`src/rtl/sdcs_pkg.sv`:
```
package sdcs_pkg;

    typedef enum logic [1:0] {
        OP_NONE  = 2'b00,
        OP_READ  = 2'b01,
        OP_WRITE = 2'b10,
        OP_TERM  = 2'b11
    } cmd_op_e;

    typedef enum logic [1:0] {
        ST_IDLE  = 2'b00,
        ST_FIXED = 2'b01,
        ST_PAGE  = 2'b10
    } seq_state_e;

    localparam logic [2:0] LEN_CODE_PAGE = 3'd7;
    localparam logic [2:0] LEN_CODE_MAXF = 3'd3;

endpackage

```
`src/rtl/sdcs_mode_reg.sv`:
```
module sdcs_mode_reg
    import sdcs_pkg::*;
(
    input  logic       clk,
    input  logic       rst_n,
    input  logic       load,
    input  logic [2:0] len_code,
    input  logic       ilv_in,
    input  logic       cl3_in,
    input  logic       bsw_in,
    output logic [1:0] cur_lg2,
    output logic       cur_page,
    output logic       cur_ilv,
    output logic       cur_cl3,
    output logic       cur_bsw,
    output logic       err
);

    logic legal;

    always_comb begin
        if (len_code <= LEN_CODE_MAXF) begin
            legal = 1'b1;
        end else if (len_code == LEN_CODE_PAGE) begin
            legal = !ilv_in;
        end else begin
            legal = 1'b0;
        end
    end

    always_ff @(posedge clk) begin
        if (!rst_n) begin
            cur_lg2  <= 2'd0;
            cur_page <= 1'b0;
            cur_ilv  <= 1'b0;
            cur_cl3  <= 1'b0;
            cur_bsw  <= 1'b0;
            err      <= 1'b0;
        end else if (load) begin
            if (legal) begin
                cur_lg2  <= (len_code == LEN_CODE_PAGE) ? 2'd0 : len_code[1:0];
                cur_page <= (len_code == LEN_CODE_PAGE);
                cur_ilv  <= ilv_in;
                cur_cl3  <= cl3_in;
                cur_bsw  <= bsw_in;
                err      <= 1'b0;
            end else begin
                err      <= 1'b1;
            end
        end
    end

    // an interleaved full-page mode is never held
    p_no_ilv_page_r11: assert property (@(posedge clk) disable iff (!rst_n)
        !(cur_page && cur_ilv));

    // a rejected load keeps every mode field and flags the error
    p_illegal_keeps_r11: assert property (@(posedge clk) disable iff (!rst_n)
        (load && !legal) |=> (err && $stable(cur_lg2) && $stable(cur_page)
                              && $stable(cur_ilv) && $stable(cur_cl3) && $stable(cur_bsw)));

endmodule

```
`src/rtl/sdcs_col_gen.sv`:
```
module sdcs_col_gen #(
    parameter int COL_W = 9,
    parameter int LG2_W = 2
) (
    input  logic [COL_W-1:0] start,
    input  logic [COL_W-1:0] idx,
    input  logic [LG2_W-1:0] lg2,
    input  logic             page,
    input  logic             ilv,
    output logic [COL_W-1:0] col
);

    logic [COL_W-1:0] low_mask;
    logic [COL_W-1:0] sum;
    logic [COL_W-1:0] low;

    always_comb begin
        sum = start + idx;
        if (page) begin
            low_mask = '1;
        end else begin
            low_mask = (COL_W'(1) << lg2) - COL_W'(1);
        end
        low = (ilv && !page) ? (start ^ idx) : sum;
        col = (start & ~low_mask) | (low & low_mask);
    end

endmodule

```
`src/rtl/sdcs_rd_pipe.sv`:
```
module sdcs_rd_pipe #(
    parameter int COL_W  = 9,
    parameter int BANK_W = 2,
    parameter int DEPTH  = 2
) (
    input  logic              clk,
    input  logic              rst_n,
    input  logic              lat_long,
    input  logic              in_vld,
    input  logic [BANK_W-1:0] in_bank,
    input  logic [COL_W-1:0]  in_col,
    output logic              out_vld,
    output logic [BANK_W-1:0] out_bank,
    output logic [COL_W-1:0]  out_col
);

    logic              st_vld  [DEPTH];
    logic [BANK_W-1:0] st_bank [DEPTH];
    logic [COL_W-1:0]  st_col  [DEPTH];

    for (genvar g = 0; g < DEPTH; g++) begin : g_stage
        if (g == 0) begin : g_head
            always_ff @(posedge clk) begin
                if (!rst_n) begin
                    st_vld[0]  <= 1'b0;
                    st_bank[0] <= '0;
                    st_col[0]  <= '0;
                end else begin
                    st_vld[0]  <= in_vld;
                    st_bank[0] <= in_bank;
                    st_col[0]  <= in_col;
                end
            end
        end else begin : g_tail
            always_ff @(posedge clk) begin
                if (!rst_n) begin
                    st_vld[g]  <= 1'b0;
                    st_bank[g] <= '0;
                    st_col[g]  <= '0;
                end else begin
                    st_vld[g]  <= st_vld[g-1];
                    st_bank[g] <= st_bank[g-1];
                    st_col[g]  <= st_col[g-1];
                end
            end
        end
    end

    always_comb begin
        if (lat_long) begin
            out_vld  = st_vld[DEPTH-1];
            out_bank = st_bank[DEPTH-1];
            out_col  = st_col[DEPTH-1];
        end else begin
            out_vld  = st_vld[0];
            out_bank = st_bank[0];
            out_col  = st_col[0];
        end
    end

    // latency 2 gives valid one cycle after the strobe, latency 3 two cycles after
    p_lat_short_r8: assert property (@(posedge clk) disable iff (!rst_n)
        (!lat_long && $stable(lat_long)) |-> (out_vld == $past(in_vld)));

    p_lat_long_r8: assert property (@(posedge clk) disable iff (!rst_n)
        (lat_long && $stable(lat_long) && $past(lat_long))
            |-> (out_vld == $past(in_vld, 2)));

endmodule

```
`src/rtl/sdram_col_seq.sv`:
```
module sdram_col_seq
    import sdcs_pkg::*;
#(
    parameter int COL_W  = 9,
    parameter int BANK_W = 2,
    parameter int NBYTE  = 2,
    parameter int RD_EXTRA = 2
) (
    input  logic              clk,
    input  logic              rst_n,
    input  logic              mode_load,
    input  logic [2:0]        mode_len,
    input  logic              mode_ilv,
    input  logic              mode_cl3,
    input  logic              mode_bsw,
    input  logic [1:0]        cmd_op,
    input  logic [BANK_W-1:0] cmd_bank,
    input  logic [COL_W-1:0]  cmd_col,
    input  logic [NBYTE-1:0]  wr_dqm,
    output logic              col_strobe,
    output logic              col_write,
    output logic [BANK_W-1:0] col_bank,
    output logic [COL_W-1:0]  col_addr,
    output logic [NBYTE-1:0]  col_wen,
    output logic              rd_valid,
    output logic [BANK_W-1:0] rd_bank,
    output logic [COL_W-1:0]  rd_col,
    output logic              mode_err
);

    localparam int LG2_W = 2;

    cmd_op_e    op;
    seq_state_e state, nxt_state;

    logic [LG2_W-1:0] m_lg2;
    logic             m_page, m_ilv, m_cl3, m_bsw;

    logic [COL_W-1:0]  b_start, b_idx, last_idx, gen_col;
    logic [LG2_W-1:0]  b_lg2;
    logic              b_ilv, b_wr;
    logic [BANK_W-1:0] b_bank;

    logic              is_rw, cmd_wr, one_beat, ld_burst, inc_idx;
    logic              nb_vld, nb_wr;
    logic [BANK_W-1:0] nb_bank;
    logic [COL_W-1:0]  nb_col;

    assign op = cmd_op_e'(cmd_op);

    sdcs_mode_reg u_mode (
        .clk      (clk),
        .rst_n    (rst_n),
        .load     (mode_load),
        .len_code (mode_len),
        .ilv_in   (mode_ilv),
        .cl3_in   (mode_cl3),
        .bsw_in   (mode_bsw),
        .cur_lg2  (m_lg2),
        .cur_page (m_page),
        .cur_ilv  (m_ilv),
        .cur_cl3  (m_cl3),
        .cur_bsw  (m_bsw),
        .err      (mode_err)
    );

    sdcs_col_gen #(.COL_W(COL_W), .LG2_W(LG2_W)) u_gen (
        .start (b_start),
        .idx   (b_idx),
        .lg2   (b_lg2),
        .page  (state == ST_PAGE),
        .ilv   (b_ilv),
        .col   (gen_col)
    );

    // Next-state and beat selection
    always_comb begin
        is_rw     = (op == OP_READ) || (op == OP_WRITE);
        cmd_wr    = (op == OP_WRITE);
        one_beat  = (cmd_wr && m_bsw) || (!m_page && (m_lg2 == '0));
        last_idx  = (COL_W'(1) << b_lg2) - COL_W'(1);
        nxt_state = state;
        ld_burst  = 1'b0;
        inc_idx   = 1'b0;
        nb_vld    = 1'b0;
        nb_wr     = b_wr;
        nb_bank   = b_bank;
        nb_col    = gen_col;
        if (is_rw) begin
            ld_burst = 1'b1;
            nb_vld   = 1'b1;
            nb_wr    = cmd_wr;
            nb_bank  = cmd_bank;
            nb_col   = cmd_col;
            if (one_beat) begin
                nxt_state = ST_IDLE;
            end else if (m_page) begin
                nxt_state = ST_PAGE;
            end else begin
                nxt_state = ST_FIXED;
            end
        end else if (op == OP_TERM) begin
            nxt_state = ST_IDLE;
        end else begin
            unique case (state)
                ST_IDLE: begin
                    nxt_state = ST_IDLE;
                end
                ST_FIXED: begin
                    nb_vld  = 1'b1;
                    inc_idx = 1'b1;
                    if (b_idx == last_idx) begin
                        nxt_state = ST_IDLE;
                    end
                end
                ST_PAGE: begin
                    nb_vld  = 1'b1;
                    inc_idx = 1'b1;
                end
                default: begin
                    nxt_state = ST_IDLE;
                end
            endcase
        end
    end

    // State register
    always_ff @(posedge clk) begin
        if (!rst_n) begin
            state <= ST_IDLE;
        end else begin
            state <= nxt_state;
        end
    end

    // Burst context
    always_ff @(posedge clk) begin
        if (!rst_n) begin
            b_start <= '0;
            b_idx   <= '0;
            b_lg2   <= '0;
            b_ilv   <= 1'b0;
            b_wr    <= 1'b0;
            b_bank  <= '0;
        end else if (ld_burst) begin
            b_start <= cmd_col;
            b_idx   <= COL_W'(1);
            b_lg2   <= m_lg2;
            b_ilv   <= m_ilv;
            b_wr    <= cmd_wr;
            b_bank  <= cmd_bank;
        end else if (inc_idx) begin
            b_idx   <= b_idx + COL_W'(1);
        end
    end

    // Registered beat outputs
    always_ff @(posedge clk) begin
        if (!rst_n) begin
            col_strobe <= 1'b0;
            col_write  <= 1'b0;
            col_bank   <= '0;
            col_addr   <= '0;
            col_wen    <= '0;
        end else begin
            col_strobe <= nb_vld;
            col_write  <= nb_vld && nb_wr;
            col_bank   <= nb_bank;
            col_addr   <= nb_col;
            col_wen    <= (nb_vld && nb_wr) ? ~wr_dqm : '0;
        end
    end

    sdcs_rd_pipe #(.COL_W(COL_W), .BANK_W(BANK_W), .DEPTH(RD_EXTRA)) u_rd (
        .clk      (clk),
        .rst_n    (rst_n),
        .lat_long (m_cl3),
        .in_vld   (col_strobe && !col_write),
        .in_bank  (col_bank),
        .in_col   (col_addr),
        .out_vld  (rd_valid),
        .out_bank (rd_bank),
        .out_col  (rd_col)
    );

    // a command's first beat carries its own column, bank and direction
    p_first_beat_r2: assert property (@(posedge clk) disable iff (!rst_n)
        ((cmd_op == 2'b01) || (cmd_op == 2'b10))
            |=> (col_strobe && (col_addr == $past(cmd_col))
                 && (col_bank == $past(cmd_bank))
                 && (col_write == ($past(cmd_op) == 2'b10))));

    // nothing is strobed in the cycle after a terminate
    p_term_quiet_r6: assert property (@(posedge clk) disable iff (!rst_n)
        (cmd_op == 2'b11) |=> !col_strobe);

    // in single-write mode a write beat is never followed by a continuation
    p_single_write_r9: assert property (@(posedge clk) disable iff (!rst_n)
        (col_strobe && col_write && m_bsw && !mode_load && (cmd_op == 2'b00))
            |=> !col_strobe);

    // byte enables of a write's first beat are the inverted mask
    p_wen_first_r10: assert property (@(posedge clk) disable iff (!rst_n)
        (cmd_op == 2'b10) |=> (col_wen == ~$past(wr_dqm)));

    // read beats enable no byte
    p_wen_read_r10: assert property (@(posedge clk) disable iff (!rst_n)
        (col_strobe && !col_write) |-> (col_wen == '0));

endmodule

```
`config.mk`:
```
export PLATFORM = sky130hd
export DESIGN_NAME = sdram_col_seq
export DESIGN_NICKNAME = d
export VERILOG_FILES = /design/src/rtl/sdcs_pkg.sv /design/src/rtl/sdcs_mode_reg.sv /design/src/rtl/sdcs_col_gen.sv /design/src/rtl/sdcs_rd_pipe.sv /design/src/rtl/sdram_col_seq.sv
export SDC_FILE = /design/constraint.sdc
export NUM_CORES = 1
export LEC_CHECK = 0
export BUFFER_PORTS_ARGS = -buffer_cell sky130_fd_sc_hd__buf_2
export CAP_MARGIN = 20
export CELL_PAD_IN_SITES_DETAIL_PLACEMENT = 0
export CELL_PAD_IN_SITES_GLOBAL_PLACEMENT = 2
export CORE_MARGIN = 1.5
export CORE_UTILIZATION = 35
export DETAILED_ROUTE_END_ITERATION = 6
export PLACE_DENSITY = 0.89
export SLEW_MARGIN = 30
export SYNTH_ARGS = -nofsm -noshare
export SYNTH_HDL_FRONTEND = slang
export SYNTH_SLANG_ARGS = --single-unit
```
`constraint.sdc`:
```
create_clock -name clk -period 4.17 [get_ports clk]
set_input_delay 0.6255 -clock clk [delete_from_list [all_inputs] [get_ports clk]]
set_output_delay 0.6255 -clock clk [all_outputs]
set_load 0.02 [all_outputs]
```
==> out/metrics.yaml <==
worstPathMaxFanout: 7
worst-slew-pin-transition_ps: 682
post_place_worst_slack_ps: 1740
diodes: 0
floorplan.die_area_um2: 10100
r2r_end: "col_addr[6]"
synth_sequential_area_ratio: 0.435
coreArea_um2: 9200
power_after_layout_mw: 1.52
critical-path-top-delay-family: "compound AO/OA/AOI/OAI gates"
io_pins: 52
drt-pass1-iter-count: 4
max_stage_delay_ps: 570
netlist_area_um2: 3310
route.antenna.remaining_nets: 0
irDropWorstVdd_mv: 0.169
die_x_um: 100
detailed_place.area_um2: 3620
grt_setup_unrepaired: "no"
path_cells: "ha_1 > inv_1 > fa_1 > nor2b_4 > o31ai_1 > a21oi_1 > xnor2_1 > a211oi_1"
yosys_warnings: 0
layout-area-overhead-vs-synth_pct: 15.9
final_design_area_no_fill_um2: 3840
cts.path.max_buffers: 2
slew_headroom: 0.542
cpMaxStageDelayCell: "o31ai_1"
synthCells: 349
final_layout_size_suffix_gt1_frac: 0.214
rr_worst_depth: 8
grt_max_degree: 45
power_per_cell_area_nw_per_um2: 395
fmaxAchievable_ghz: 0.446
final_critical_path_share_of_the_clock_period: 0.538
min-delay-start: "wr_dqm[0]"
critical_path_class: "reg2reg"
antenna_violations_before_repair: 0
synth_ff_type: "dfxtp_1"
max-cap-violations: 0
number_of_enable_type_register_cells_in_the_synthesized_netlist: 0
floorplan.initialDensity: 0.360
proportion_of_synthesized_flip_flops_having_asynchronous_set_or_reset: 0
p_leak_nw: 1.67
min_delay_path_depth: 2
timing.rr.start: "b_idx[0]"
detailedRoute.firstIterationViolations: 85
gr-total-overflow: 0
wire_per_inst_um: 12.8
layout.cells.most_common_list: "72 x dfxtp_1, 51 x buf_2, 27 x nand2_1"
buffer_ports.inserted: 51
post_synth.cell_area_avg_um2: 9.50
min_delay_worst_endpoint: "col_wen[0]"
finalCriticalPeriod_ps: 2240
placement_rows: 35
fin_skew_ps: 9.40
place_congestion: 0.815
cts_made_buffers: 9
cts-hold-fix-buffers: 0
routed-via-count: 2543
cts_repair_resize_count: 0
grtUsageTotal: 0.136
detail_route.drc_violations: 0
clk_latency_ps: 350
grt_first_pass_wirelength_mm: 10.7
layout.nets: 438
via_per_inst: 4.96
ys_seq_elements: 72
die_height_um: 100
final-setup-viol-count: 0
regToRegSetupSlack_ps: 1930
worstPathRequired_ps: 4430
post-cts-setup-buffers: 0
cp-end-kind: "register"
number_of_global_route_vias_before_repair: 2324
fin_setup_tns_ps: 0
mostFrequentLayoutCell: "dfxtp_1"
startpoint_type: "register"
outcome: "finished clean"
worst_path_arrival_ps: 2510
ys_types: 52
htreeDepth: 3
tritoncts: "yes"
route.final.wire_length_mm: 6.56
detailed_place_hpwl_mm: 4.71
hold_viol: 0
worstPathBufferInverterCount: 1
cts.sink_count: 72
clk_root_buffer_cell: "clkbuf_8"
hold_class: "in2reg"
slew_viol_final: 0
clkTransAtPathRegs_ps: 80
postSynthNetCount: 390
final_critical_path_setup_slack_ps: 1930
==> sequential cells by signal, summed over array words and instances (netlist names), 2 cells and up <==
| name | flops |
|---|---|
| b_bank | 2 |
| b_idx | 9 |
| b_lg2 | 2 |
| b_start | 9 |
| col_addr | 9 |
| col_bank | 2 |
| col_wen | 2 |
| state | 2 |
| u_mode.cur_lg2 | 2 |
| u_rd.st_bank | 4 |
| u_rd.st_col | 18 |
| u_rd.st_vld | 2 |
==> power breakdown <==
part / internal [mW] / switching [mW] / leakage (nW)
clock: 0.340 / 0.268 / 0.111
sequential: 0.720 / 0.0212 / 0.588
combinational: 0.0729 / 0.0959 / 0.971
==> Yosys cell counts, types with 2 or more instances <==
cell type	instances	area (um2)
nand3_1	5	25.0
a211o_1	2	17.5
o21a_1	3	22.5
mux2i_1	15	150
ha_1	16	200
dfxtp_1	72	1440
a21boi_0	7	52.6
nand2b_1	4	25.0
a31oi_1	2	12.5
and2_1	26	163
nor3_1	4	20.0
nor2b_1	20	125
or3_1	4	25.0
o31ai_1	2	15.0
clkbuf_1	8	30.0
nor2_1	18	67.6
a21oi_1	16	80.1
and3_1	2	12.5
o221ai_1	2	17.5
inv_1	14	52.6
a22oi_1	3	22.5
o21ai_0	19	95.1
xnor2_1	4	35.0
nand4_1	7	43.8
o211a_1	2	20.0
mux2_2	12	135
xor2_1	6	52.6
nand2_1	27	101
buf_2	3	15.0
nor4bb_1	2	20.0
==> area by class of cell <==
class | instances | area, um2
tap | 111 | 139
fill | 914 | 5360
clock inverter | 6 | 91.3
multi-input combinational | 247 | 1720
timing repair buffer | 53 | 270
inverter | 14 | 52.6
clock buffer | 10 | 128
sequential | 72 | 1440
==> cell families after synthesis <==
family | count (synthesis) | share of synthesized area
multiplexers | 27 | 0.0861
AND/OR/NAND/NOR | 125 | 0.206
AO/OA/AOI/OAI | 68 | 0.134
XOR/XNOR | 10 | 0.0264
flip-flops | 72 | 0.435
buffers and inverters | 30 | 0.0464
adder cells (fa/ha/maj) | 17 | 0.0664
==> how the worst max path moves through the flow <==
| stage | start | to | cells past startpoint |
|---|---|---|---|
| global route | b_idx[0] | col_addr[6] | 8 |
| global placement | cmd_op[0] | col_addr[7] | 7 |
| finish | b_idx[0] | col_addr[6] | 8 |
| floorplan | cmd_op[0] | b_idx[7] | 7 |
| CTS | u_mode.cur_cl3 | rd_col[7] | 2 |
| detailed placement | cmd_op[0] | col_addr[7] | 7 |
==> per-layer routing <==
metal,part of all wire,track usage,vias up,routed length [um]
met5,0,0,-,0
met4,0.0087,0.0455,0,57
met3,0.046,0.0439,5,301
met2,0.46,0.222,48,3030
met1,0.48,0.169,1184,3180
li1,-,-,1306,-
==> metrics by stage <==
step	hold WS [ps]	util	std cells
2_1_floorplan	426	-	349
3_3_place_gp	434	0.394	497
3_5_place_dp	439	0.394	497
4_1_cts	409	0.418	513
5_1_grt	409	0.418	513
6_report	423	0.418	513
Note: power is estimated with default switching activity, not from simulation.
